[src/rtl/xrs_pkg.sv]
package xrs_pkg;

  typedef enum logic [3:0] {
    ST_PWRDN       = 4'd0,
    ST_TXLOCK      = 4'd1,
    ST_RXBUSY      = 4'd2,
    ST_RXREF       = 4'd3,
    ST_COMPL       = 4'd4,
    ST_NORMAL      = 4'd5,
    ST_RELOCK_REF  = 4'd6,
    ST_RELOCK_FREQ = 4'd7,
    ST_HOLDOFF     = 4'd8,
    ST_RXD_PULSE   = 4'd9
  } xrs_state_e;

  typedef struct packed {
    logic pll_pwrdn;
    logic tx_dig;
    logic rx_ana;
    logic rx_dig;
    logic valid;
  } xrs_ctl_t;

  // Control levels owned by each state.
  function automatic xrs_ctl_t ctl_of(xrs_state_e s);
    xrs_ctl_t c;
    c = '{pll_pwrdn: 1'b0, tx_dig: 1'b0, rx_ana: 1'b0, rx_dig: 1'b0, valid: 1'b0};
    unique case (s)
      ST_PWRDN:       c = '{1'b1, 1'b1, 1'b1, 1'b1, 1'b0};
      ST_TXLOCK:      c = '{1'b0, 1'b1, 1'b1, 1'b1, 1'b0};
      ST_RXBUSY:      c = '{1'b0, 1'b0, 1'b1, 1'b1, 1'b0};
      ST_RXREF:       c = '{1'b0, 1'b0, 1'b0, 1'b1, 1'b0};
      ST_COMPL,
      ST_NORMAL:      c = '{1'b0, 1'b0, 1'b0, 1'b0, 1'b1};
      ST_RELOCK_REF,
      ST_RELOCK_FREQ,
      ST_HOLDOFF:     c = '{1'b0, 1'b0, 1'b0, 1'b0, 1'b0};
      ST_RXD_PULSE:   c = '{1'b0, 1'b0, 1'b0, 1'b1, 1'b0};
      default:        c = '{1'b1, 1'b1, 1'b1, 1'b1, 1'b0};
    endcase
    return c;
  endfunction

  // Cycles covering at least the given time, rounded up.
  function automatic int cycles_for_ns(longint unsigned hz, longint unsigned ns);
    longint unsigned n;
    n = (hz * ns + 64'd999_999_999) / 64'd1_000_000_000;
    if (n < 1) n = 1;
    return int'(n);
  endfunction

endpackage

[src/rtl/xrs_sync.sv]
module xrs_sync #(
  parameter int WIDTH  = 4,
  parameter int STAGES = 2
) (
  input  logic             clk,
  input  logic             arst_n,
  input  logic [WIDTH-1:0] d_i,
  output logic [WIDTH-1:0] q_o
);

  logic [WIDTH-1:0] stg [STAGES];

  always_ff @(posedge clk or negedge arst_n) begin
    if (!arst_n) stg[0] <= '0;
    else         stg[0] <= d_i;
  end

  for (genvar g = 1; g < STAGES; g++) begin : g_stage
    always_ff @(posedge clk or negedge arst_n) begin
      if (!arst_n) stg[g] <= '0;
      else         stg[g] <= stg[g-1];
    end
  end

  assign q_o = stg[STAGES-1];

endmodule

[src/rtl/xrs_timer.sv]
module xrs_timer #(
  parameter int LIMIT = 250
) (
  input  logic clk,
  input  logic arst_n,
  input  logic run_i,
  output logic done_o
);

  localparam int W = $clog2(LIMIT + 1);

  logic [W-1:0] cnt_q;

  assign done_o = run_i && (cnt_q == W'(LIMIT - 1));

  always_ff @(posedge clk or negedge arst_n) begin
    if (!arst_n)      cnt_q <= '0;
    else if (!run_i)  cnt_q <= '0;
    else if (!done_o) cnt_q <= cnt_q + 1'b1;
  end

endmodule

[src/rtl/xrs_fsm.sv]
module xrs_fsm
  import xrs_pkg::*;
(
  input  logic       clk,
  input  logic       arst_n,
  input  logic       tx_lock_i,
  input  logic       busy_i,
  input  logic       ref_lock_i,
  input  logic       freq_lock_i,
  input  logic       cdone_i,
  input  logic       pwrdn_done_i,
  input  logic       hold_done_i,
  input  logic       pulse_done_i,
  output xrs_state_e state_o,
  output xrs_ctl_t   ctl_o
);

  xrs_state_e state_q, state_d;
  logic       freq_prev_q;
  xrs_ctl_t   ctl_q;

  always_comb begin
    state_d = state_q;
    unique case (state_q)
      ST_PWRDN:       if (pwrdn_done_i) state_d = ST_TXLOCK;
      ST_TXLOCK:      if (tx_lock_i)    state_d = ST_RXBUSY;
      ST_RXBUSY:      if (!busy_i)      state_d = ST_RXREF;
      ST_RXREF:       if (ref_lock_i)   state_d = ST_COMPL;
      ST_COMPL:       if (cdone_i)      state_d = ST_NORMAL;
      ST_NORMAL:      if (freq_prev_q && !freq_lock_i) state_d = ST_RELOCK_REF;
      ST_RELOCK_REF:  if (ref_lock_i)   state_d = ST_RELOCK_FREQ;
      ST_RELOCK_FREQ: if (freq_lock_i)  state_d = ST_HOLDOFF;
      ST_HOLDOFF:     if (hold_done_i)  state_d = ST_RXD_PULSE;
      ST_RXD_PULSE:   if (pulse_done_i) state_d = ST_NORMAL;
      default:                          state_d = ST_PWRDN;
    endcase
  end

  always_ff @(posedge clk or negedge arst_n) begin
    if (!arst_n) begin
      state_q     <= ST_PWRDN;
      ctl_q       <= ctl_of(ST_PWRDN);
      freq_prev_q <= 1'b0;
    end else begin
      state_q     <= state_d;
      ctl_q       <= ctl_of(state_d);
      freq_prev_q <= freq_lock_i;
    end
  end

  assign state_o = state_q;
  assign ctl_o   = ctl_q;

endmodule

[src/rtl/xrs_top.sv]
module xrs_top
  import xrs_pkg::*;
#(
  parameter int CLK_FREQ_HZ  = 250_000_000,
  parameter int PWRDN_NS     = 1000,
  parameter int HOLDOFF_NS   = 4000,
  parameter int PULSE_CYC    = 2,
  parameter int SYNC_STAGES  = 2
) (
  input  logic       clk,
  input  logic       arst_n,
  input  logic       tx_pll_lock_i,
  input  logic       busy_i,
  input  logic       rx_ref_lock_i,
  input  logic       rx_freq_lock_i,
  input  logic       compliance_done_i,
  output logic       pll_pwrdn_o,
  output logic       tx_dig_rst_o,
  output logic       rx_ana_rst_o,
  output logic       rx_dig_rst_o,
  output logic       rx_data_valid_o,
  output logic [3:0] state_o
);

  localparam int PWRDN_CYC = cycles_for_ns(longint'(CLK_FREQ_HZ), longint'(PWRDN_NS));
  localparam int HOLD_CYC  = cycles_for_ns(longint'(CLK_FREQ_HZ), longint'(HOLDOFF_NS));
  localparam int N_TMR     = 3;
  localparam int TMR_LIM [N_TMR] = '{PWRDN_CYC, HOLD_CYC, PULSE_CYC};

  logic [3:0] async_in, sync_out;
  logic       tx_lock_s, busy_s, ref_s, freq_s;

  assign async_in = {tx_pll_lock_i, busy_i, rx_ref_lock_i, rx_freq_lock_i};
  assign {tx_lock_s, busy_s, ref_s, freq_s} = sync_out;

  xrs_sync #(.WIDTH(4), .STAGES(SYNC_STAGES)) u_sync (
    .clk(clk), .arst_n(arst_n), .d_i(async_in), .q_o(sync_out)
  );

  xrs_state_e state;
  xrs_ctl_t   ctl;
  logic [N_TMR-1:0] tmr_run, tmr_done;

  assign tmr_run = {state == ST_RXD_PULSE, state == ST_HOLDOFF, state == ST_PWRDN};

  for (genvar g = 0; g < N_TMR; g++) begin : g_tmr
    xrs_timer #(.LIMIT(TMR_LIM[g])) u_tmr (
      .clk(clk), .arst_n(arst_n), .run_i(tmr_run[g]), .done_o(tmr_done[g])
    );
  end

  xrs_fsm u_fsm (
    .clk(clk), .arst_n(arst_n),
    .tx_lock_i(tx_lock_s), .busy_i(busy_s), .ref_lock_i(ref_s), .freq_lock_i(freq_s),
    .cdone_i(compliance_done_i),
    .pwrdn_done_i(tmr_done[0]), .hold_done_i(tmr_done[1]), .pulse_done_i(tmr_done[2]),
    .state_o(state), .ctl_o(ctl)
  );

  assign pll_pwrdn_o     = ctl.pll_pwrdn;
  assign tx_dig_rst_o    = ctl.tx_dig;
  assign rx_ana_rst_o    = ctl.rx_ana;
  assign rx_dig_rst_o    = ctl.rx_dig;
  assign rx_data_valid_o = ctl.valid;
  assign state_o         = state;

endmodule

[config.mk]
export PLATFORM = sky130hd
export DESIGN_NAME = xrs_top
export DESIGN_NICKNAME = d
export VERILOG_FILES = /design/src/rtl/xrs_pkg.sv /design/src/rtl/xrs_sync.sv /design/src/rtl/xrs_timer.sv /design/src/rtl/xrs_fsm.sv /design/src/rtl/xrs_top.sv
export SDC_FILE = /design/constraint.sdc
export NUM_CORES = 1
export LEC_CHECK = 0
export ABC_AREA = 1
export BUFFER_PORTS_ARGS = -buffer_cell sky130_fd_sc_hd__buf_2
export CELL_PAD_IN_SITES_DETAIL_PLACEMENT = 2
export CELL_PAD_IN_SITES_GLOBAL_PLACEMENT = 2
export CORE_MARGIN = 5
export CORE_UTILIZATION = 39
export CTS_CLUSTER_SIZE = 12
export DETAILED_ROUTE_END_ITERATION = 7
export HOLD_SLACK_MARGIN = 0.1
export PLACE_DENSITY = 0.85
export SYNTH_ARGS = -nofsm -noshare
export SYNTH_HDL_FRONTEND = slang
export SYNTH_SLANG_ARGS = --single-unit
[constraint.sdc]
create_clock -name clk -period 1.9 [get_ports clk]
set_input_delay 0.38 -clock clk [delete_from_list [all_inputs] [get_ports clk]]
set_output_delay 0.38 -clock clk [all_outputs]
set_load 0.05 [all_outputs]
==> flow_summary.json, run 1 <==
{
  "top_level_ports": 16,
  "multi_input_area_um2": 783,
  "crit_chain": "nor2_2 -> inv_2 -> nor2_4 -> nand3_2 -> nand2_2 -> nor2_2 -> nand2_2 -> nand2_1 -> nand2_1",
  "place_congestion": 0.786,
  "postRouteAntennaNets": 0,
  "core_area_um2": 4660,
  "post_drt_wl_per_cell_um": 15.4,
  "placed_area_um2": 2010,
  "avgSynthCellArea_um2": 9.24,
  "syn_nets": 212,
  "seq_area_frac_synth": 0.515,
  "port_buffers": 15,
  "p_per_area_nw_per_um2": 1430,
  "critPathTopFamily": "simple AND/OR/NAND/NOR gates",
  "clockBufferDepth": 2,
  "layout-drive-gt1-share": 0.286,
  "via_per_inst": 5.12,
  "syn_inst": 201,
  "setup_tns_ps": 0,
  "cts.reportedPaths.clkPinSlew_ps": 80,
  "critical_path.max_stage_delay_ps": 480,
  "finalSetupViolCount": 0,
  "ir_drop_uv": 530,
  "place_hpwl_mm": 3.33,
  "hold_viol": 0,
  "tightest_slew_ps": 513,
  "yosys_warnings": 0,
  "drc": 0,
  "nets": 237,
  "crit_arrival_ps": 1750,
  "post_cts_buffers": 0,
  "start_kind": "flop",
  "grt_setup_unrepaired": "no",
  "hold_class": "input port to flop",
  "clkSinkCount": 38,
  "cts_root_buf": "clkbuf_8",
  "cp.depth": 9,
  "status": "completed",
  "die_h_um": 79,
  "fin_crit_ps": 1520,
  "critPathKind": "flop to flop",
  "grt_pass1_vias": 1565,
  "routed_wl_mm": 4.34,
  "min_period_over_period": 0.798,
  "cap_violations": 0,
  "fmax_ghz": 0.659,
  "synth_area_leader_cell": "dfrtp_1",
  "finalMaxSlewViolations": 0,
  "p_leak_uw": 0.00101,
  "r2r_cells": 9,
  "worst_path_max_delay_cell": "dfrtp_1",
  "synth_cell_type_count": 33,
  "grt_pass1_wl_mm": 7.76,
  "synthTopCellsByArea": "dfrtp_1 (46%), dfstp_2 (5.7%), nand2_1 (5.7%), nor2_1 (4.6%), inv_1 (4.2%)",
  "initial_core_util": 0.398,
  "crit_required_ps": 2140,
  "drtIter0Drc": 35,
  "dieArea_um2": 6240,
  "num_vias": 1440,
  "track_usage": 0.161,
  "fillers": 508,
  "ys_ff_latch": 38,
  "crit_fanout": 7,
  "clk_latency_ps": 290,
  "fin_area_um2": 2170,
  "seq_area_um2": 956,
  "yosysTopAreaCellShare": 0.458,
  "crit_path_end_kind": "flop",
  "netlist_area_um2": 1860,
  "grt_antenna_before_repair": 0,
  "rows": 25,
  "cts_buffers": 5,
  "max_slew_margin": 0.658,
  "area_growth_pct": 16.7,
  "htreeDepth": 2,
  "reg2reg_slack_ps": 380,
  "min_path_cells": 1,
  "grt_overflow": 0,
  "die_w_um": 79,
  "path_buf_inv": 1,
  "tritoncts": "yes",
  "fin_worst_skew_ps": 5.33,
  "grt_max_degree": 23,
  "diodes": 0,
  "firstDrtPassIters": 3
}
registers in the layout (all words and copies together), names as in the netlist:
signal	count
u_sync.stg	4
u_fsm.freq_prev_q	1
u_fsm.ctl_o	5
u_sync.q_o	4
u_fsm.state_o	4
g_tmr.u_tmr.cnt_q	20
synth_stat cells:
cell type and number:
dfrtp_1 34, nand2_1 28, nor2_1 23, inv_1 21
nand3_1 13, inv_2 9, a21oi_1 8, nor2_2 7
nand2_2 6, o21ai_0 6, nand4_1 5, dfstp_2 4
ha_1 4, nor2_4 4, nor3_1 3, a31oi_1 2
and3_1 2, mux2i_1 2, nand3_2 2, nor3_2 2
nor3b_1 2, o21a_1 2, xor2_1 2, a211oi_1 1
clkinv_2 1, nand2_4 1, nand2_8 1, nand3b_1 1
nand3b_2 1, nand4_2 1, nor2_8 1, o21ai_1 1
o22ai_1 1
path summary, 6_finish.rpt:
kind                                                       end                  startpoint
max in group asynchronous              u_sync.stg[4]$_DFF_PN0_                      arst_n
max                                   u_fsm.ctl_o[1]$_DFF_PN1_  u_fsm.state_o[3]$_DFF_PN0_
max reg2reg                           u_fsm.ctl_o[1]$_DFF_PN1_  u_fsm.state_o[3]$_DFF_PN0_
min                                    u_sync.stg[5]$_DFF_PN0_               rx_ref_lock_i
min reg2reg                            u_sync.q_o[1]$_DFF_PN0_     u_sync.stg[5]$_DFF_PN0_
min in group asynchronous  g_tmr[0].u_tmr.cnt_q[7]$_DFFE_PN0P_                      arst_n
worst reg2reg max path, cell delays in order, from the launching register on:
cell and delay [ps]:
dfrtp_1 480, nor2_2 310, inv_2 90, nor2_4 190, nand3_2 110, nand2_2 90
nor2_2 40, nand2_2 60, nand2_1 50, nand2_1 50
power by group:
part / switching [uW] / internal [uW]
Combinational: 867 / 326
Sequential: 104 / 954
Clock: 287 / 560
Total: 1260 / 1840
kinds of logic after synthesis:
logic type               Yosys count  synth area share
AO/OA/AOI/OAI                     21            0.0627
adder cells (fa/ha/maj)            4            0.0270
XOR/XNOR                           2           0.00944
buffers and inverters             31            0.0633
AND/OR/NAND/NOR                  103             0.312
multiplexers                       2            0.0108
flip-flops                        38             0.515
area by class of cell:
type,instances,share of cell area
clock buffer,6,0.0381
clock inverter,2,0.0277
inverter,31,0.0543
multi-input combinational,132,0.361
sequential,38,0.441
tap,54,0.0312
timing repair buffer,18,0.0462
layout by cell type, fill, tap and decap left out, drive strengths merged:
cell type,instances
dlygate4sd3,1
nor2,35
nor3,5
a31oi,2
dfrtp,34
inv,30
o21ai,7
a211oi,1
nand2,36
buf,17
o22ai,1
o21a,2
nor3b,2
a21oi,8
clkbuf,6
mux2i,2
nand4,6
and3,2
clkinv,1
dfstp,4
ha,4
xor2,2
bufinv,2
nand3,15
nand3b,2
metal layers:
metal | vias up | global-route usage | share of wire
li1 | 698 | - | -
met3 | 6 | 0.0385 | 0.026
met2 | 12 | 0.279 | 0.52
met4 | 0 | 0.0412 | 0.012
met5 | - | 0 | 0
met1 | 724 | 0.202 | 0.44
what timing repair did:
item / in CTS / in global routing
endpoints found under the hold margin: 16 / 0
hold buffers: 1 / 0
gates resized for setup: 0 / 0
stage by stage:
| stage | cells | hold WS (ps) | utilization | setup slack, ps | power, uW |
|---|---|---|---|---|---|
| 2_1_floorplan | 201 | 84.4 | - | 351 | 2000 |
| 3_3_place_gp | 272 | 335 | 0.432 | 420 | 2250 |
| 3_5_place_dp | 272 | 336 | 0.432 | 383 | 2290 |
| 4_1_cts | 281 | 182 | 0.465 | 341 | 3160 |
| 5_1_grt | 281 | 171 | 0.465 | 195 | 3320 |
| 6_report | 281 | 190 | 0.465 | 383 | 3100 |
Power figures use the tool's default switching activity.
==> run 2, diff against run 1 <==
--- a/config.mk
+++ b/config.mk
@@ -5,16 +5,16 @@
 export SDC_FILE = /design/constraint.sdc
 export NUM_CORES = 1
 export LEC_CHECK = 0
-export ABC_AREA = 1
+export ABC_AREA = 0
 export BUFFER_PORTS_ARGS = -buffer_cell sky130_fd_sc_hd__buf_2
 export CELL_PAD_IN_SITES_DETAIL_PLACEMENT = 2
 export CELL_PAD_IN_SITES_GLOBAL_PLACEMENT = 2
 export CORE_MARGIN = 5
-export CORE_UTILIZATION = 39
+export CORE_UTILIZATION = 34
 export CTS_CLUSTER_SIZE = 12
 export DETAILED_ROUTE_END_ITERATION = 7
 export HOLD_SLACK_MARGIN = 0.1
-export PLACE_DENSITY = 0.85
+export PLACE_DENSITY = 0.77
 export SYNTH_ARGS = -nofsm -noshare
 export SYNTH_HDL_FRONTEND = slang
 export SYNTH_SLANG_ARGS = --single-unit
==> constraint.sdc (replaced) <==
create_clock -name clk -period 1.3 [get_ports clk]
set_input_delay 0.26 -clock clk [delete_from_list [all_inputs] [get_ports clk]]
set_output_delay 0.26 -clock clk [all_outputs]
set_load 0.05 [all_outputs]
==> run 2 against run 1 <==
Against the previous run:
- the flow now finishes with violations (setup timing)
- synthesized cell count shrank 19%
- sequential power grew 49%
- routed wire length grew 86%
- area after synthesis shrank 6.8%
- register-to-register slack lost 690 ps
- critical path depth shrank 4
- global-route usage grew 6.3 points
- highest routed layer unchanged
==> flow_summary.json, run 2 <==
{
  "track_usage": 0.224,
  "crit_required_ps": 1520,
  "largest_reg_flops": 20,
  "stdcell_count": 308,
  "clk_latency_ps": 320,
  "setup_tns_ps": -3640,
  "grt_antenna_before_repair": 0,
  "cts_buffers": 5,
  "fmax_ghz": 0.622,
  "final_cell_mix": "buf_4 (38), dfrtp_1 (30), buf_6 (16)",
  "syn_inst": 163,
  "ir_drop_uv": 938,
  "crit_path_end_kind": "flop",
  "die_h_um": 81.3,
  "rows": 26,
  "seq_area_frac_synth": 0.552,
  "finalSetupViolCount": 27,
  "synthArstFlopShare": 1.00,
  "max_slew_margin": 0.729,
  "regMostFlops": "g_tmr.u_tmr.cnt_q",
  "nets": 248,
  "layout-drive-gt1-share": 0.542,
  "violations": "setup timing",
  "grt_setup_unrepaired": "yes",
  "die_w_um": 81.3,
  "yosysTopAreaCellShare": 0.492,
  "finalMaxSlewViolations": 0,
  "fin_crit_ps": 1610,
  "drtIter0Drc": 82,
  "tightest_slew_ps": 406,
  "final_common_cell": "buf_4",
  "routed_wl_mm": 8.05,
  "via_per_inst": 5.37,
  "diodes": 0,
  "power_uw": 5140,
  "initial_core_util": 0.345,
  "p_per_area_nw_per_um2": 1840,
  "grt_pass1_wl_mm": 10.7,
  "postRouteAntennaNets": 0,
  "num_vias": 1653,
  "grt_overflow": 0,
  "start_kind": "flop",
  "hold_class": "flop to flop",
  "netlist_area_um2": 1730,
  "reg2reg_slack_ps": -310,
  "tritoncts": "yes",
  "fin_area_um2": 2800,
  "post_drt_wl_per_cell_um": 26.1,
  "avgSynthCellArea_um2": 10.6,
  "yosys_warnings": 0,
  "cts_root_buf": "clkbuf_8",
  "crit_end": "u_fsm.ctl_o[1]$_DFF_PN1_",
  "port_buffers": 15,
  "synth_area_leader_cell": "dfrtp_1",
  "place_hpwl_mm": 3.75,
  "cap_violations": 0,
  "yosysMostFrequentCell": "dfrtp_1",
  "fillers": 509,
  "syn_nets": 174,
  "core_area_um2": 5010,
  "p_leak_uw": 0.00126,
  "clkSinkCount": 38,
  "timing.rr.start": "u_fsm.state_o[1]$_DFF_PN0_",
  "synthFlopType": "dfrtp_1",
  "drc": 0,
  "dieArea_um2": 6620,
  "synth_edf_count": 0,
  "placedCellCount": 283,
  "crit_fanout": 6,
  "cts.reportedPaths.clkPinSlew_ps": 80,
  "ys_ff_latch": 38,
  "min_period_over_period": 1.24,
  "grt_pass1_vias": 1886,
  "hp-start": "u_sync.stg[4]$_DFF_PN0_",
  "r2r_cells": 5,
  "final_util": 0.559,
  "critPathKind": "flop to flop",
  "worst_slack_ps": -307,
  "top_level_ports": 16,
  "clockBufferDepth": 2,
  "place_congestion": 0.823,
  "status": "finished with violations",
  "synth_cell_type_count": 40,
  "crit_arrival_ps": 1820,
  "synth_commonest_cells": "dfrtp_1 (34), nor2_1 (16), nand2_1 (10), nand3_1 (9), nor3_1 (9)",
  "grt_max_degree": 25,
  "synthTopCellsByArea": "dfrtp_1 (49%), dfstp_2 (6.1%), nor2_1 (3.5%), xor2_1 (3.0%), ha_1 (2.9%)",
  "htreeDepth": 2,
  "worstReg2RegEnd": "u_fsm.ctl_o[1]$_DFF_PN1_",
  "firstDrtPassIters": 4,
  "placed_area_um2": 2200,
  "hold_viol": 0,
  "fin_worst_skew_ps": 29.3,
  "crit_start": "u_fsm.state_o[1]$_DFF_PN0_",
  "area_growth_pct": 61.8
}
-- run 2: changes by cell type after synthesis, moves of 7 or more --
cell     delta
nand2_1    -18
nor2_1      -7
inv_1      -16
inv_2       -9
nor2_2      -7
-- run 2: worst max-delay path, cell delays in order (launching register included) --
cell and delay (ps):
dfrtp_2 450, buf_12 150, mux2i_4 170, o32a_1 390
o211a_1 170, a31oi_1 190
-- run 2: where the power goes --
group / switching (uW) / internal, uW / total, uW
combinational: 1520 / 1180 / 2700
sequential: 179 / 1400 / 1580
clock: 478 / 383 / 861
total: 2170 / 2970 / 5140
-- run 2: stage by stage --
step	setup WS (ps)	hold slack (ps)
final	-307	381
after global routing	-375	394
after CTS	-202	350
after detailed placement	-238	205
after global placement	-130	193
after floorplan	-148	-35.6
-- run 2: area by class of cell --
cell class,instances,area [um^2],area share
inverter,5,18.8,0.00670
multi-input combinational,116,1030,0.370
timing repair buffer,71,618,0.221
sequential,38,961,0.343
clock buffer,8,80.1,0.0286
tap,70,87.6,0.0313
-- run 2: layer usage --
metal / GRT usage / up-vias / part of all wire
met2: 0.418 / 45 / 0.53
met5: 0 / - / 0
li1: - / 727 / -
met1: 0.262 / 855 / 0.40
met3: 0.0355 / 26 / 0.035
met4: 0.0642 / 0 / 0.038
-- run 2: how the worst min path moves through the flow --
stage / end / cells past startpoint
floorplan: g_tmr[0].u_tmr.cnt_q[0]$_DFFE_PN0P_ / 0
global placement: g_tmr[0].u_tmr.cnt_q[3]$_DFFE_PN0P_ / 1
detailed placement: g_tmr[0].u_tmr.cnt_q[3]$_DFFE_PN0P_ / 1
CTS: u_sync.q_o[2]$_DFF_PN0_ / 0
global route: u_sync.q_o[0]$_DFF_PN0_ / 0
finish: u_sync.q_o[0]$_DFF_PN0_ / 0
-- run 2: what timing repair did --
action / 4_1_cts / 5_1_grt
hold buffers: 5 / 0
buffers inserted: 11 / 10
endpoints found under the hold margin: 18 / 0
endpoints found under the setup margin: 26 / 33
pin swaps: 14 / 28
resized for setup: 42 / 45
-- run 2: logic make-up after synthesis --
group | Yosys count | synth area share
AND/OR/NAND/NOR | 69 | 0.213
adder cells (fa/ha/maj) | 4 | 0.0289
buffers and inverters | 9 | 0.0253
flip-flops | 38 | 0.552
AO/OA/AOI/OAI | 31 | 0.117
multiplexers | 3 | 0.0181
XOR/XNOR | 9 | 0.0456
==> run 3, diff against run 2 <==
--- a/config.mk
+++ b/config.mk
@@ -10,11 +10,11 @@
 export CELL_PAD_IN_SITES_DETAIL_PLACEMENT = 2
 export CELL_PAD_IN_SITES_GLOBAL_PLACEMENT = 2
 export CORE_MARGIN = 5
-export CORE_UTILIZATION = 34
+export CORE_UTILIZATION = 38
 export CTS_CLUSTER_SIZE = 12
 export DETAILED_ROUTE_END_ITERATION = 7
 export HOLD_SLACK_MARGIN = 0.1
-export PLACE_DENSITY = 0.77
+export PLACE_DENSITY = 0.81
 export SYNTH_ARGS = -nofsm -noshare
 export SYNTH_HDL_FRONTEND = slang
 export SYNTH_SLANG_ARGS = --single-unit
==> constraint.sdc (replaced) <==
create_clock -name clk -period 1.5 [get_ports clk]
set_input_delay 0.3 -clock clk [delete_from_list [all_inputs] [get_ports clk]]
set_output_delay 0.3 -clock clk [all_outputs]
set_load 0.05 [all_outputs]
==> run 3 against run 2 <==
Against the previous run:
- the flow still finishes with violations (setup timing)
- first-iteration DRC count fell by 54%
- power fell by 25%
- fmax rose by 3.6%
- register-to-register slack improved by 260 ps
- clock-buffer cell count fell by 3
- final area fell by 17%
- critical path type unchanged
- largest power group unchanged
==> flow_summary.json, run 3 (same netlist as run 2, synthesis figures left out) <==
{
  "status": "finished with violations",
  "violations": "setup timing",
  "firstDrtPassIters": 4,
  "final_cell_mix": "dfrtp_1 (30), buf_4 (23), nor2_1 (16)",
  "die_w_um": 77.5,
  "area_growth_pct": 33.6,
  "hold_viol": 0,
  "drc": 0,
  "dieArea_um2": 6000,
  "cap_violations": 0,
  "fin_area_um2": 2310,
  "p_per_area_nw_per_um2": 1660,
  "nets": 220,
  "crit_arrival_ps": 1780,
  "track_usage": 0.174,
  "swShare": 0.378,
  "power_uw": 3840,
  "regMostFlops": "g_tmr.u_tmr.cnt_q",
  "grt_pass1_wl_mm": 8.24,
  "top_level_ports": 16,
  "post_drt_wl_per_cell_um": 19.5,
  "hold_slack_ps": 113,
  "hp-start": "rx_ref_lock_i",
  "worstReg2RegEnd": "u_fsm.ctl_o[1]$_DFF_PN1_",
  "seqPwrFrac": 0.351,
  "htreeDepth": 2,
  "hold_class": "input port to flop",
  "crit_path_end_kind": "flop",
  "final_common_cell": "dfrtp_1",
  "cts.reportedPaths.clkPinSlew_ps": 80,
  "crit_required_ps": 1720,
  "wl_met2_mm": 2.73,
  "placed_area_um2": 2000,
  "p_int_uw": 2390,
  "place_hpwl_mm": 3.60,
  "drtIter0Drc": 38,
  "met1_length_mm": 2.12,
  "diodes": 0,
  "route.top_layer_used": "met4",
  "num_vias": 1438,
  "initial_core_util": 0.395,
  "rows": 24,
  "fmax_ghz": 0.645,
  "tritoncts": "yes",
  "power.net_switching_uw": 1450,
  "finalSetupViolCount": 1,
  "critPathKind": "flop to flop",
  "placedCellCount": 245,
  "clkSinkCount": 38,
  "die_h_um": 77.5,
  "cts_root_buf": "clkbuf_8",
  "stdcell_count": 262,
  "route.met3.wl_um": 132,
  "p_clk_frac": 0.275,
  "core_area_um2": 4380,
  "routed_wl_mm": 5.10,
  "start_kind": "flop",
  "fillers": 451,
  "grt_overflow": 0,
  "clockBufferDepth": 2,
  "crit_fanout": 3,
  "r2r_cells": 4,
  "cts_buffers": 5,
  "place_congestion": 0.848,
  "max_slew_margin": 0.644,
  "grt_pass1_vias": 1720,
  "ir_drop_uv": 834,
  "grt_antenna_before_repair": 0,
  "finalMaxSlewViolations": 0,
  "clk_latency_ps": 300,
  "postRouteAntennaNets": 0,
  "tightest_slew_ps": 535,
  "grt_max_degree": 26,
  "whs_endpoint": "u_sync.stg[5]$_DFF_PN0_",
  "p_leak_uw": 0.00102,
  "min_period_over_period": 1.03,
  "fin_worst_skew_ps": 5.00,
  "reg2reg_slack_ps": -50,
  "port_buffers": 15,
  "comb_power_share": 0.375,
  "crit_start": "g_tmr[1].u_tmr.cnt_q[3]$_DFFE_PN0P_",
  "fin_crit_ps": 1550,
  "layout-drive-gt1-share": 0.357,
  "grt_setup_unrepaired": "yes",
  "via_per_inst": 5.49,
  "min_path_cells": 1,
  "largest_reg_flops": 20,
  "timing.rr.start": "g_tmr[1].u_tmr.cnt_q[3]$_DFFE_PN0P_",
  "worst_slack_ps": -50.6
}
==> run 3: power by group through the flow <==
stage,Sequential (uW),Combinational [uW],Clock (uW)
floorplan,1690,522,0
global placement,1350,1210,0
detailed placement,1370,1280,0
CTS,1350,1340,1060
global route,1370,1550,1120
finish,1350,1440,1050
==> run 3: critical path, stage by stage, from the launching register on <==
cell	delay, ps
dfrtp_1	400
nand4bb_4	250
or2_4	290
o32a_1	360
a31oi_1	180
==> run 3: worst max-delay path by stage <==
stage | slack [ps] | endpoint
6_report | -50 | u_fsm.ctl_o[1]$_DFF_PN1_
3_3_place_gp | 40 | u_fsm.ctl_o[2]$_DFF_PN1_
2_1_floorplan | 10 | u_fsm.ctl_o[2]$_DFF_PN1_
4_1_cts | -3 | u_fsm.ctl_o[1]$_DFF_PN1_
3_5_place_dp | -90 | u_fsm.ctl_o[2]$_DFF_PN1_
5_1_grt | -110 | u_fsm.ctl_o[1]$_DFF_PN1_
==> run 3: routing by layer <==
| metal | up-vias | GRT usage |
|---|---|---|
| met4 | 0 | 0.0790 |
| met1 | 735 | 0.194 |
| met2 | 23 | 0.314 |
| met3 | 11 | 0.0359 |
| li1 | 669 | - |
| met5 | - | 0 |
==> run 3: repair_timing <==
item	CTS	global route
endpoints found under the setup margin	3	12
hold endpoints to repair	22	0
pin swaps	1	6
resized for setup	7	18
buffers inserted	2	3
hold buffers	4	0
==> run 3: cell type report <==
| cell class | count | area, um^2 | share of cell area |
|---|---|---|---|
| clock inverter | 3 | 68.8 | 0.0298 |
| tap | 52 | 65.1 | 0.0281 |
| sequential | 38 | 961 | 0.416 |
| timing repair buffer | 43 | 304 | 0.131 |
| inverter | 5 | 18.8 | 0.00812 |
| clock buffer | 5 | 68.8 | 0.0298 |
| multi-input combinational | 116 | 826 | 0.357 |
==> run 3: per-stage QoR <==
stage           util  setup WS (ps)  setup TNS (ps)
6_report       0.527          -50.6           -50.6
5_1_grt        0.527           -108            -364
4_1_cts        0.507          -3.40           -3.40
3_5_place_dp   0.456          -90.5            -228
3_3_place_gp   0.456           36.6               0
2_1_floorplan      -           12.8               0
